`src/rtl/pbuf_pkg.sv`:
```
package pbuf_pkg;
  localparam int PB_ADDR_W = 11;
  localparam int PB_SLOT_W = 4;
  localparam int PB_DATA_W = 8;

  typedef enum logic {
    CM_IDLE = 1'b0,
    CM_BUSY = 1'b1
  } cm_state_e;
endpackage

```
`src/rtl/pbuf_addr_ctr.sv`:
```
module pbuf_addr_ctr #(
  parameter int ADDR_W = 11,
  parameter int SLOT_W = 4
) (
  input  logic              clk,
  input  logic              rst_n,
  input  logic              load,
  input  logic [ADDR_W-1:0] load_addr,
  input  logic              wr_step,
  input  logic              rd_step,
  output logic [ADDR_W-1:0] cur_addr
);
  localparam logic [SLOT_W-1:0] SLOT_ONE = SLOT_W'(1);
  localparam logic [ADDR_W-1:0] ADDR_ONE = ADDR_W'(1);

  logic [SLOT_W-1:0] slot_next;
  assign slot_next = cur_addr[SLOT_W-1:0] + SLOT_ONE;

  always_ff @(posedge clk) begin
    if (!rst_n)       cur_addr <= '0;
    else if (load)    cur_addr <= load_addr;
    else if (wr_step) cur_addr <= {cur_addr[ADDR_W-1:SLOT_W], slot_next};
    else if (rd_step) cur_addr <= cur_addr + ADDR_ONE;
  end

  // a byte step moves only the slot bits, the page bits stay
  assert_wr_page_fixed_R4: assert property (@(posedge clk) disable iff (!rst_n)
    (wr_step && !load) |=> (cur_addr[ADDR_W-1:SLOT_W] == $past(cur_addr[ADDR_W-1:SLOT_W])));

  // a read step advances the full address
  assert_rd_full_inc_R6: assert property (@(posedge clk) disable iff (!rst_n)
    (rd_step && !load && !wr_step) |=> (cur_addr == $past(cur_addr) + ADDR_ONE));

  // no strobe, no movement
  assert_hold_R7: assert property (@(posedge clk) disable iff (!rst_n)
    (!load && !wr_step && !rd_step) |=> $stable(cur_addr));
endmodule

```
`src/rtl/pbuf_page_latch.sv`:
```
module pbuf_page_latch #(
  parameter int SLOT_W = 4,
  parameter int DATA_W = 8
) (
  input  logic                            clk,
  input  logic                            rst_n,
  input  logic                            clr_all,
  input  logic                            wr_en,
  input  logic [SLOT_W-1:0]               wr_slot,
  input  logic [DATA_W-1:0]               wr_data,
  output logic [(1<<SLOT_W)-1:0]          flags,
  output logic [(1<<SLOT_W)*DATA_W-1:0]   data
);
  localparam int SLOTS = 1 << SLOT_W;

  for (genvar s = 0; s < SLOTS; s++) begin : g_slot
    logic hit;
    assign hit = wr_en && (wr_slot == SLOT_W'(s));

    always_ff @(posedge clk) begin
      if (!rst_n)       flags[s] <= 1'b0;
      else if (clr_all) flags[s] <= 1'b0;
      else if (hit)     flags[s] <= 1'b1;
    end

    always_ff @(posedge clk) begin
      if (!rst_n)   data[s*DATA_W +: DATA_W] <= '0;
      else if (hit) data[s*DATA_W +: DATA_W] <= wr_data;
    end
  end

  // a clear leaves no flag behind
  assert_flags_clear_R8: assert property (@(posedge clk) disable iff (!rst_n)
    clr_all |=> (flags == '0));

  // without a write or a clear the page content is frozen
  assert_page_frozen_R10: assert property (@(posedge clk) disable iff (!rst_n)
    (!wr_en && !clr_all) |=> ($stable(flags) && $stable(data)));

  // a written slot is flagged afterwards
  assert_slot_flagged_R3: assert property (@(posedge clk) disable iff (!rst_n)
    (wr_en && !clr_all) |=> ($countones(flags) >= 1));
endmodule

```
`src/rtl/pbuf_commit_ctl.sv`:
```
module pbuf_commit_ctl
  import pbuf_pkg::*;
(
  input  logic clk,
  input  logic rst_n,
  input  logic commit_req,
  input  logic any_valid,
  input  logic cm_ready,
  output logic busy,
  output logic cm_valid,
  output logic done
);
  cm_state_e state;

  assign busy     = (state == CM_BUSY);
  assign cm_valid = busy && any_valid;
  assign done     = cm_valid && cm_ready;

  always_ff @(posedge clk) begin
    if (!rst_n) state <= CM_IDLE;
    else begin
      case (state)
        CM_IDLE: if (commit_req) state <= CM_BUSY;
        CM_BUSY: if (!any_valid || cm_ready) state <= CM_IDLE;
        default: state <= CM_IDLE;
      endcase
    end
  end

  // an offered page stays offered until taken
  assert_cm_hold_R8: assert property (@(posedge clk) disable iff (!rst_n)
    (cm_valid && !cm_ready) |=> cm_valid);

  // an empty commit ends after one cycle
  assert_empty_commit_R9: assert property (@(posedge clk) disable iff (!rst_n)
    (busy && !any_valid) |=> !busy);
endmodule

```
`src/rtl/pbuf_page_collector.sv`:
```
module pbuf_page_collector
  import pbuf_pkg::*;
#(
  parameter int ADDR_W = PB_ADDR_W,
  parameter int SLOT_W = PB_SLOT_W,
  parameter int DATA_W = PB_DATA_W
) (
  input  logic                          clk,
  input  logic                          rst_n,
  input  logic                          addr_load,
  input  logic [ADDR_W-1:0]             addr_in,
  input  logic                          wr_valid,
  input  logic [DATA_W-1:0]             wr_data,
  output logic                          wr_ready,
  input  logic                          rd_adv,
  input  logic                          commit_req,
  output logic                          cm_valid,
  input  logic                          cm_ready,
  output logic [ADDR_W-1:0]             cur_addr,
  output logic [ADDR_W-SLOT_W-1:0]      page_base,
  output logic [(1<<SLOT_W)-1:0]        page_flags,
  output logic [(1<<SLOT_W)*DATA_W-1:0] page_data
);
  localparam int BASE_W = ADDR_W - SLOT_W;

  logic busy, done, any_valid;
  logic load_go, wr_go, rd_go;

  assign any_valid = |page_flags;
  assign wr_ready  = !busy;
  assign load_go   = addr_load && !busy;
  assign wr_go     = wr_valid && wr_ready && !load_go;
  assign rd_go     = rd_adv && !busy && !load_go && !wr_go;

  pbuf_addr_ctr #(.ADDR_W(ADDR_W), .SLOT_W(SLOT_W)) u_ctr (
    .clk(clk), .rst_n(rst_n), .load(load_go), .load_addr(addr_in),
    .wr_step(wr_go), .rd_step(rd_go), .cur_addr(cur_addr)
  );

  pbuf_page_latch #(.SLOT_W(SLOT_W), .DATA_W(DATA_W)) u_latch (
    .clk(clk), .rst_n(rst_n), .clr_all(load_go || done), .wr_en(wr_go),
    .wr_slot(cur_addr[SLOT_W-1:0]), .wr_data(wr_data),
    .flags(page_flags), .data(page_data)
  );

  pbuf_commit_ctl u_cm (
    .clk(clk), .rst_n(rst_n), .commit_req(commit_req), .any_valid(any_valid),
    .cm_ready(cm_ready), .busy(busy), .cm_valid(cm_valid), .done(done)
  );

  always_ff @(posedge clk) begin
    if (!rst_n)                  page_base <= '0;
    else if (load_go)            page_base <= addr_in[ADDR_W-1:SLOT_W];
    else if (wr_go && !any_valid) page_base <= cur_addr[ADDR_W-1:SLOT_W];
  end

  // a load takes effect on the next edge
  assert_load_R2: assert property (@(posedge clk) disable iff (!rst_n)
    load_go |=> (cur_addr == $past(addr_in) && page_flags == '0 &&
                 page_base == $past(addr_in[ADDR_W-1:SLOT_W])));

  // while a commit runs nothing moves the address
  assert_busy_ignore_R10: assert property (@(posedge clk) disable iff (!rst_n)
    !wr_ready |=> $stable(cur_addr));

  // the offered page base does not move while waiting
  assert_base_hold_R8: assert property (@(posedge clk) disable iff (!rst_n)
    (cm_valid && !cm_ready) |=> $stable(page_base));

  logic [BASE_W-1:0] unused_base_w;
  assign unused_base_w = '0;
endmodule

```
`config.mk`:
```
export PLATFORM = sky130hd
export DESIGN_NAME = pbuf_page_collector
export DESIGN_NICKNAME = d
export VERILOG_FILES = /design/src/rtl/pbuf_pkg.sv /design/src/rtl/pbuf_addr_ctr.sv /design/src/rtl/pbuf_page_latch.sv /design/src/rtl/pbuf_commit_ctl.sv /design/src/rtl/pbuf_page_collector.sv
export SDC_FILE = /design/constraint.sdc
export NUM_CORES = 1
export LEC_CHECK = 0
export ABC_CLOCK_PERIOD_IN_PS = 3470
export CAP_MARGIN = 5
export CELL_PAD_IN_SITES_DETAIL_PLACEMENT = 1
export CELL_PAD_IN_SITES_GLOBAL_PLACEMENT = 1
export CORE_ASPECT_RATIO = 0.9
export CORE_UTILIZATION = 36
export CTS_BUF_LIST = sky130_fd_sc_hd__clkbuf_4
export DETAILED_ROUTE_END_ITERATION = 8
export GPL_TIMING_DRIVEN = 0
export PLACE_DENSITY_LB_ADDON = 0.25
export SYNTH_ARGS = -nofsm -noshare
export SYNTH_HDL_FRONTEND = slang
export SYNTH_SLANG_ARGS = --single-unit
```
`constraint.sdc`:
```
create_clock -name clk -period 3.47 [get_ports clk]
set_input_delay 0.8675 -clock clk [delete_from_list [all_inputs] [get_ports clk]]
set_output_delay 0.8675 -clock clk [all_outputs]
set_load 0.01 [all_outputs]
```
[After elaboration in Yosys (flattened, before gate mapping)]
Index checks and enable logic that the tools add are counted.
Word-level totals
  bits in registers: 163
  bits in latches: 0
  memory bits (writable): 0
  memory bits (read-only): 0
  bits of input ports: 26
  output and inout bits: 164
  word-level logic and storage cells: 102
  memories: 0
Operators by class
  $add $sub $neg: 2
  multipliers: 0
  divide/modulo/power cells: 0
  order comparisons: 0
  eq/ne operators: 16
  shifts and indexed selects: 0
  muxes and demuxes: 8
  bitwise gates (word level): 2
  reduce and logical (&&, ||, !) cells: 38
Operators by type and width (number)
  two-way mux 11 bit: 3
  == test 4 bit (second input constant): 8
  logical AND 1 bit: 25
  == test 4 x 3 -> 1 bit (second input constant): 4
  OR reduction 16 bit: 1
  two-way mux 7 bit: 2
  adder 11 x 1 -> 11 bit (second input constant): 1
  == test 4 x 2 -> 1 bit (second input constant): 2
  adder 4 x 1 -> 4 bit (second input constant): 1
  == test 4 x 1 -> 1 bit (second input constant): 1
  logical NOT 1 bit: 4
  logical NOT 4 bit: 1
  nonzero test 2 bit: 2
  nonzero test 3 bit: 1
  logical OR 1 bit: 2
  two-way mux 1 bit: 2
  inequality test 2 bit (second input constant): 1
  NOT 1 bit: 2
  case mux 1 bit (2 select lines): 1
  AND reduction 2 bit: 1
  OR reduction 2 bit: 1

[Depth between registers and ports, before layout]
  depth in word-level cells: 9
  depth in mapped cells: 7
  gate-level depth less buffers: 6

[Hierarchy]
From an unflattened synthesis, not the netlist that was laid out.
Unflattened totals
  cell total of the unflattened synthesis: 612
  area total of the unflattened synthesis: 6283.5 µm²
Modules (own cells, without submodules)
  pbuf_page_latch: times used 1, cells each 487, area an instance 5103.6 µm², sequential area each 2882.8 µm²
  pbuf_addr_ctr: times used 1, cells each 73, area an instance 628.1 µm², sequential area each 220.2 µm²
  pbuf_page_collector: times used 1, cells each 46, area an instance 496.7 µm², sequential area each 140.1 µm²
  pbuf_commit_ctl: times used 1, cells each 6, area an instance 55.1 µm², sequential area each 20.0 µm²

[Worst setup path before layout]
OpenSTA, ideal clock, no wires.
  path kind: in2reg
  start point: input port addr_load
  end point: register u_ctr.cur_addr[10]
  arrival: 1985 ps
  slack: 1411 ps
  stages on the path: 5
  buffers on the path: 2
  cell sequence: buf_2 o21ba_1 clkbuf_1 or4_1 a31oi_1
Between the ends
  longest elaborated chain between the ends: 7
Ends and longest elaborated chain
  start, declared: RTL line pbuf_page_collector.sv:10  | input logic addr_load,
  logical AND 1 bit (*): RTL line pbuf_page_collector.sv:31  | assign load_go = addr_load && !busy;
  logical NOT 1 bit: RTL line pbuf_page_collector.sv:32, pbuf_page_collector.sv:33
  logical AND 1 bit: RTL line pbuf_page_collector.sv:32  | assign wr_go = wr_valid && wr_ready && !load_go;
  logical NOT 1 bit: RTL line pbuf_page_collector.sv:33  | assign rd_go = rd_adv && !busy && !load_go && !wr_go;
  logical AND 1 bit: RTL line pbuf_page_collector.sv:33
  nonzero test 2 bit (no line)
  AND reduction 2 bit (no line)
  end signal, assigned: RTL line pbuf_addr_ctr.sv:21  | else if (load) cur_addr <= load_addr;
  end signal, assigned: RTL line pbuf_addr_ctr.sv:22  | else if (wr_step) cur_addr <= {cur_addr[ADDR_W-1:SLOT_W], slot_next};
  end signal, assigned: RTL line pbuf_addr_ctr.sv:23  | else if (rd_step) cur_addr <= cur_addr + ADDR_ONE;
  end, declared: RTL line pbuf_addr_ctr.sv:11  | output logic [ADDR_W-1:0] cur_addr
Mark *: on every way between the ends. The rest lies on a longest branch, timed or not.
A chain may end at the register's enable or synchronous reset.

[Final worst setup path]
  start point: register u_latch.flags[13]
  end point: output port cm_valid
Between the ends
  longest elaborated chain between the ends: 2
Ends and longest elaborated chain
  start, declared: RTL line pbuf_page_latch.sv:11  | output logic [(1<<SLOT_W)-1:0] flags,
  start signal, assigned by index: RTL line pbuf_page_latch.sv:21  | if (!rst_n) flags[s] <= 1'b0;
  start signal, assigned by index: RTL line pbuf_page_latch.sv:22  | else if (clr_all) flags[s] <= 1'b0;
  start signal, assigned by index: RTL line pbuf_page_latch.sv:23  | else if (hit) flags[s] <= 1'b1;
  OR reduction 16 bit: RTL line pbuf_page_collector.sv:29  | assign any_valid = |page_flags;
  logical AND 1 bit: RTL line pbuf_commit_ctl.sv:16  | assign cm_valid = busy && any_valid;
  end, declared: RTL line pbuf_page_collector.sv:17  | output logic cm_valid,
No other way between the ends.

==> metrics.yaml <==
max_freq_ghz: 0.327
skew_ns: 0.0261
synth_warnings: 0
route.detailed.drc: 0
synthFlopType: "dfxtp_1"
post_cts_buffers: 0
gr-total-overflow: 0
synthCells: 802
worst_slack_ns: 0.411
drt_iter0_drc: 429
area_growth_pct: 36.4
status: "complete, no violations"
rows: 46
cts_root_buf: "clkbuf_4"
power_density_nw_per_um2: 388
dpl.hpwl_um: 17700
yosysSeqAreaShare_pct: 49.9
irDropWorstVdd_v: 0.000183
synthArstFlopShare_pct: 0
yosysTopAreaCell: "dfxtp_1"
coreArea_um2: 17700
final_area_um2: 8920
grt_use_total_pct: 26.6
layout_common_cells: "clkdlybuf4s50_1, dfxtp_1, nand2_1"
slew_violations: 0
min_period_ns: 3.06
antenna_found_initial: 1
hold_violations: 0
post_dp_cell_area_um2: 8650
rsz0062_at_grt: "false"
synth_cell_type_count: 49
synth.avg_cell_area_um2: 8.16
drive_gt1_share_pct: 5.72
die_y_um: 130
required_ns: 2.60
num_io_pins: 190
postLayoutCoreUtil_pct: 50.3
start_util_pct: 36.9
grt_pass1_wl_um: 37200
clkSinkCount: 163
clock_path_buffers: 2
die_x_um: 144
portBuffers: 181
wirelength_um: 24700
setup_viol: 0
dr.pass1.iters: 5
syn_area_um2: 6540
cts_tree: "yes"
maxSlewHeadroom_pct: 42.6
synth_top_area_share_pct: 49.9
post_cts_resized: 0
gp_congestion: 0.810
slowest_delay_ns: 0.47
fin_crit_sh_pct: 88.2
ctsHoldBuffers: 0
cp_data_arrival_time_ns: 2.19
mostFrequentLayoutCell: "clkdlybuf4s50_1"
p_leak_nw: 2.86
syn_nets: 832
nNetsFinal: 1032
synth-seq-cells: 163
maxCapViolCount: 0
viasPerCell: 5.37
vias: 6735
grt_pass1_vias: 6624
startpoint_type: "flop"
cp_max_fo: 4
grt_max_degree: 17
min_path_type: "flop to flop"
ctsHtreeMaxLevel: 4
worst-path-buf-inv: 1
crit_type: "flop to primary output"
cp_cell_sequence: "nor4_4 -> and4_2 -> nor2_1 -> clkdlybuf4s50_1"
setup-tns-final_ns: 0
critPathCaptureType: "primary output"
synth-edff-count: 0
worst_path_max_delay_cell: "clkdlybuf4s50_1"
wl_per_cell_um: 19.7
clock_latency_ns: 0.57
design.die.area_um2: 18700
synth.area.top_cells: "dfxtp_1, a21oi_1, nand3_1"
cts_buffers: 17
dp_slack_ns: 0.492
clkTransAtPathRegs_ns: 0.13
tightest_slew_ns: 0.861
cp_top_family: "simple AND/OR/NAND/NOR gates"
ant_nets: 0
sequential cells by signal, summed over array words and instances, names as in the netlist:
name / count
u_latch.data: 128
u_latch.flags: 16
u_ctr.cur_addr: 11
page_base: 7
u_cm.busy: 1
Yosys cell counts (3+ instances only):
master     count
a22o_1         4
clkbuf_1      55
nor2_1         8
dfxtp_1      163
a211oi_1       3
and2_1         3
buf_2         14
mux2i_1        4
nand2_1      159
buf_1          5
a32oi_1        4
nor4_4         4
nand3_1      133
a31oi_1        3
inv_1          5
a2111oi_0      3
and4bb_1       4
ha_1           4
o21ai_0        9
and4_1         4
nor2b_1       21
a21oi_1      156
routing by layer:
metal	vias to the layer above	routed length (um)	GRT usage [%]	share of wire, %
li1	3190	-	-	-
met2	211	11800	44.2	48
met4	0	277	7.32	1.1
met5	-	0	0	0
met1	3318	11100	34.5	45
met3	16	1570	6.28	6.4
per-stage QoR:
step	std cells	power [W]	hold slack, ns
final	1255	0.00346	0.464
after global routing	1255	0.00357	0.483
after CTS	1254	0.00347	0.466
after detailed placement	1223	0.00239	0.449
after global placement	1223	0.00239	0.441
after floorplan	802	0.00219	0.481
power by group:
| group | switching, W | total [W] | internal, W |
|---|---|---|---|
| sequential | 0.0000357 | 0.00194 | 0.00190 |
| clock | 0.000665 | 0.00110 | 0.000439 |
| combinational | 0.000271 | 0.000418 | 0.000147 |
worst reg2reg max path, stage by stage, from the launching register on:
cell      delay, ns
dfxtp_1        0.61
nor2b_1        0.38
clkbuf_1       0.53
nand2_1        0.38
nand2_1        0.16
a21oi_1        0.09
layout make-up:
cell class	instances	area [um2]
fill	2208	8810
timing repair buffer	181	1810
multi-input combinational	558	2950
clock buffer	20	150
tap	240	300
clock inverter	11	114
sequential	163	3260
buffer	76	314
antenna	1	2.50
inverter	5	18.8
logic make-up (layout without fill, tap and decap cells):
logic type	count (synthesis)	in the layout	synth area share, %
AO/OA/AOI/OAI	202	202	17.5
adder cells (fa/ha/maj)	4	4	0.765
buffers and inverters	81	293	5.09
flip-flops	163	163	49.9
multiplexers	4	4	0.612
other	0	1	0
AND/OR/NAND/NOR	348	348	26.1
final timing paths:
path                          start               end  slack (ns)  cells past startpoint
setup / recovery  u_latch.flags[13]          cm_valid        0.41                      4
hold / removal      u_latch.data[9]   u_latch.data[9]        0.46                      2
setup reg to reg  u_ctr.cur_addr[2]  u_latch.data[56]        1.20                      5
hold reg to reg     u_latch.data[9]   u_latch.data[9]        0.46                      2
No activity file was read; power rests on OpenSTA's default activity.
